**src/rtl/ssa_pkg.sv**
```systemverilog
// Shared definitions for the serial signature analyzer.
// Assumes: nothing beyond standard SystemVerilog.
package ssa_pkg;
    // Wiring form of the compaction register.
    typedef enum logic {
        FORM_MODULAR  = 1'b0,
        FORM_STANDARD = 1'b1
    } form_e;
endpackage

```
**src/rtl/ssa_next_state.sv**
```systemverilog
// Next-state function of the signature register for one accepted bit.
// Modular form: internal XORs, state tracks the running remainder.
// Standard form: single parity feedback into the first stage.
// Assumes: N >= 2; taps bit i is the X^i coefficient, X^N implied.
module ssa_next_state #(
    parameter int            N    = 8,
    parameter ssa_pkg::form_e FORM = ssa_pkg::FORM_MODULAR
) (
    input  logic [N-1:0] state,
    input  logic [N-1:0] taps,
    input  logic         din,
    output logic [N-1:0] nxt
);
    generate
        if (FORM == ssa_pkg::FORM_MODULAR) begin : g_modular
            logic top_bit;
            // Multiply by X, add the new bit, reduce by P when X^N appears.
            assign top_bit = state[N-1];
            assign nxt     = {state[N-2:0], din} ^ (taps & {N{top_bit}});
        end else begin : g_standard
            logic [N-1:0] rev_taps;
            logic         fb;
            for (genvar k = 0; k < N; k++) begin : g_rev
                // Stage k holds the value from k+1 steps ago: weight X^(N-1-k).
                assign rev_taps[k] = taps[N-1-k];
            end
            // Parity of tapped stages plus the incoming bit.
            assign fb  = din ^ (^(state & rev_taps));
            assign nxt = {state[N-2:0], fb};
        end
    endgenerate
endmodule

```
**src/rtl/ssa_compare.sv**
```systemverilog
// End-of-test comparator: on the first eot after a clear, latches whether
// the signature differs from the golden value, and freezes the analyzer.
// Assumes: eot arrives in a cycle after the last response bit.
module ssa_compare #(
    parameter int N = 8
) (
    input  logic         clk,
    input  logic         rst_n,
    input  logic         clr,
    input  logic         eot,
    input  logic [N-1:0] signature,
    input  logic [N-1:0] golden,
    output logic         err,
    output logic         frozen
);
    logic mismatch;

    // Bitwise difference reduced to a single flag.
    assign mismatch = |(signature ^ golden);

    // Latch the verdict once per test and hold it until cleared.
    always_ff @(posedge clk) begin
        if (!rst_n || clr) begin
            err    <= 1'b0;
            frozen <= 1'b0;
        end else if (eot && !frozen) begin
            err    <= mismatch;
            frozen <= 1'b1;
        end
    end

    assert_err_sticky_R9: assert property (@(posedge clk) disable iff (!rst_n)
        (err && !clr) |=> err);

    assert_err_cause_R7: assert property (@(posedge clk) disable iff (!rst_n)
        $rose(err) |-> ($past(eot) && $past(signature != golden)));
endmodule

```
**src/rtl/sig_analyzer.sv**
```systemverilog
// Serial signature analyzer: single-input compaction register with a
// programmable characteristic polynomial and built-in golden compare.
// Assumes: N >= 2; response bits sent first-bit-highest-power after clr.
module sig_analyzer #(
    parameter int             N    = 8,
    parameter ssa_pkg::form_e FORM = ssa_pkg::FORM_MODULAR
) (
    input  logic         clk,
    input  logic         rst_n,
    input  logic         clr,
    input  logic         bit_in,
    input  logic         bit_vld,
    input  logic         eot,
    input  logic [N-1:0] poly_taps,
    input  logic [N-1:0] golden,
    output logic [N-1:0] signature,
    output logic         err
);
    logic [N-1:0] sig_q;
    logic [N-1:0] sig_nxt;
    logic         frozen;

    ssa_next_state #(.N(N), .FORM(FORM)) u_next (
        .state (sig_q),
        .taps  (poly_taps),
        .din   (bit_in),
        .nxt   (sig_nxt)
    );

    ssa_compare #(.N(N)) u_cmp (
        .clk       (clk),
        .rst_n     (rst_n),
        .clr       (clr),
        .eot       (eot),
        .signature (sig_q),
        .golden    (golden),
        .err       (err),
        .frozen    (frozen)
    );

    // Signature register: cleared to zero, advances only on accepted bits.
    always_ff @(posedge clk) begin
        if (!rst_n || clr) begin
            sig_q <= '0;
        end else if (bit_vld && !frozen) begin
            sig_q <= sig_nxt;
        end
    end

    assign signature = sig_q;

    assert_clear_zero_R1: assert property (@(posedge clk) disable iff (!rst_n)
        clr |=> (signature == '0 && !err));

    assert_idle_hold_R5: assert property (@(posedge clk) disable iff (!rst_n)
        (!bit_vld && !clr) |=> $stable(signature));

    assert_frozen_hold_R10: assert property (@(posedge clk) disable iff (!rst_n)
        (frozen && !clr) |=> ($stable(signature) && $stable(err)));
endmodule

```
**config.mk**
```make
export PLATFORM = sky130hd
export DESIGN_NAME = sig_analyzer
export DESIGN_NICKNAME = d
export VERILOG_FILES = /design/src/rtl/ssa_pkg.sv /design/src/rtl/ssa_next_state.sv /design/src/rtl/ssa_compare.sv /design/src/rtl/sig_analyzer.sv
export SDC_FILE = /design/constraint.sdc
export NUM_CORES = 1
export LEC_CHECK = 0
export ABC_AREA = 1
export BUFFER_PORTS_ARGS = -buffer_cell sky130_fd_sc_hd__buf_2
export CAP_MARGIN = 30
export CORE_UTILIZATION = 45
export DETAILED_ROUTE_END_ITERATION = 16
export GPL_TIMING_DRIVEN = 0
export MAX_ROUTING_LAYER = met4
export PLACE_DENSITY = 0.8
export REMOVE_ABC_BUFFERS = 1
export SYNTH_ARGS = -nofsm -noshare
export SYNTH_HDL_FRONTEND = slang
export SYNTH_SLANG_ARGS = --single-unit
```
**constraint.sdc**
```tcl
create_clock -name clk -period 2 [get_ports clk]
set_input_delay 0.3 -clock clk [delete_from_list [all_inputs] [get_ports clk]]
set_output_delay 0.3 -clock clk [all_outputs]
set_load 0.03 [all_outputs]
```
==> flow_metrics.tcl <==
set metrics [dict create \
    run_status "finished clean" \
    cp_slowest_cell "dfxtp_1" \
    vias_per_cell 4.69 \
    clock_sinks 10 \
    cts-root-buf "clkbuf_4" \
    final.setup_skew_ns 0.000740 \
    synthesis.area_sq_um 596 \
    ys_types 16 \
    hold_class "in2reg" \
    core-area_sq_um 1170 \
    crit_arrival_ns 1.11 \
    clk-insertion-delay-late_ns 0.26 \
    dpl_worst_slack_ns 0.850 \
    grt_usage 0.197 \
    drtPass1Iterations 4 \
    grt_pass1_wl_um 1940 \
    die_h_um 38.4 \
    clockBufferDepth 2 \
    final_util 0.652 \
    power_uw 436 \
    die_w_um 38.4 \
    post-synth-top-area-fraction 0.336 \
    worstMarginPinSlew_ns 0.407 \
    dieArea_sq_um 1470 \
    power_leakage_uw 0.000385 \
    slew_viol_final 0 \
    grt_max_degree 16 \
    overflow 0 \
    cts_hold_buf 0 \
    ant_nets 0 \
    post_cts_resized 0 \
    antenna_found_initial 0 \
    finalSetupViolations 0 \
    worstPathMaxFanout 11 \
    slew_headroom 0.728 \
    synth_edf_count 0 \
    critPathKind "reg2out" \
    wirelength_um 1230 \
    diodes 0 \
    gp_congestion 0.727 \
    path_buf_inv 1 \
    cts_tree "yes" \
    ios 31 \
    ir_worst_vdd_mv 0.281 \
    cts_setup_buffers 0 \
    synth_area_leaders "dfxtp_1 34%, nand2_1 13%, xor2_1 10%, a21oi_1 6.7%, inv_1 5.7%" \
    final_hold_viol_count 0 \
    rsz0062_at_grt "no" \
    powerDensity_nw_per_um2 572 \
    ys_seq_elements 10 \
    multiInputGateArea_sq_um 324 \
    maxCapViolCount 0 \
    clk_pin_slew_ns 0.06 \
    rrSetupSlack_ns 0.86 \
    synth-warning-count 0 \
    ys_seq_area_frac 0.336 \
    synth-async-reset-ratio 0 \
    fin_crit_ns 1.41 \
    cts_max_level 1 \
    numCtsBuffers 3 \
    period_share 0.705 \
    fin_tns_setup_ns 0 \
    io_buffers 30 \
    wl_per_cell_um 9.28 \
    synth_top_cell_by_area "dfxtp_1" \
    layout-drive-gt1-share 0.347 \
    area_delta_synth_final_pct 28.2 \
    fp-row-count 12 \
    nNetsFinal 142 \
    route.detailed.drc 0 \
    nFillCells 117 \
    drt_iter0_drc 10 \
    max_stage_delay_ns 0.57 \
    crit_required_ns 1.70 \
    cp-start-kind "flip-flop" \
    cp-end-kind "output port" \
    synth_ff_type "dfxtp_1" \
    start_util 0.509 \
    fmax_ghz 0.709 \
    seqCellArea_sq_um 200 \
    crit_family "flip-flops" \
    worstPathCellList "buf_2" \
    dp_hpwl_um 961 \
    setup_ws_ns 0.590 \
    syn_inst 87 \
    first_global_vias 516 \
    avgSynthCellArea_sq_um 6.85 \
    vias 619 \
]
-- per-stage QoR --
step / instances / hold WS [ns] / instance area [sq um]
6_report: 132 / 0.242 / 763
3_5_place_dp: 129 / 0.507 / 741
5_1_grt: 132 / 0.243 / 763
3_3_place_gp: 129 / 0.493 / 741
4_1_cts: 132 / 0.240 / 763
2_1_floorplan: 85 / 0.410 / 573
-- kinds of logic (layout without fill, tap and decap cells) --
family	Yosys count	count (layout)	share of synthesized area
AND/OR/NAND/NOR	33	33	0.233
AO/OA/AOI/OAI	19	19	0.164
buffers and inverters	15	46	0.120
XOR/XNOR	10	10	0.147
flip-flops	10	10	0.336
-- per-layer routing --
layer / track usage / share of wire
met4: 0.0776 / 0.020
met2: 0.347 / 0.46
met5: - / 0
met3: 0.0174 / 0.067
met1: 0.229 / 0.45
-- sequential cells by signal, summed over array words and instances (netlist names) --
register and flops:
signature 8, u_cmp.err 1, u_cmp.frozen 1
-- synth_stat cells, types with 2 or more instances --
library cell,n
inv_2,4
nand2_2,2
nor2_1,7
buf_6,2
xor2_1,7
dfxtp_1,10
a21oi_1,8
o21ai_1,5
nand2_1,21
o21ai_0,5
xnor2_1,3
inv_1,9
-- cell type report --
| type | count | share of cell area |
|---|---|---|
| Clock buffer | 3 | 0.0295 |
| Multi-Input combinational cell | 62 | 0.425 |
| Sequential cell | 10 | 0.262 |
| Timing Repair Buffer | 30 | 0.197 |
| Inverter | 13 | 0.0639 |
| Tap cell | 14 | 0.0230 |
-- path summary, 6_finish.rpt --
check,depth (start not counted),end,start
setup / recovery,1,signature[7],signature[7]
hold / removal,2,u_cmp.frozen,eot
setup reg to reg,7,u_cmp.err,signature[7]
hold reg to reg,1,u_cmp.frozen,u_cmp.frozen
-- layout by cell type, fill, tap and decap left out --
cell       n
buf_2     30
nand3_1    1
o21ai_0    5
o21ai_1    5
nand3_2    1
nand2_1   21
nor2_1     7
a21oi_1    8
o21a_1     1
nand2_2    2
inv_1      9
clkbuf_4   3
xnor2_1    3
nor2_2     1
inv_2      4
dfxtp_1   10
xor2_1     7
-- power breakdown --
group	total, uW	leakage (uW)	switching, uW	internal [uW]
clock	135	0.0000138	66.0	69.4
sequential	216	0.0000816	9.27	207
combinational	84.6	0.000289	47.6	37.0
Note: power is estimated with default switching activity, not from simulation.
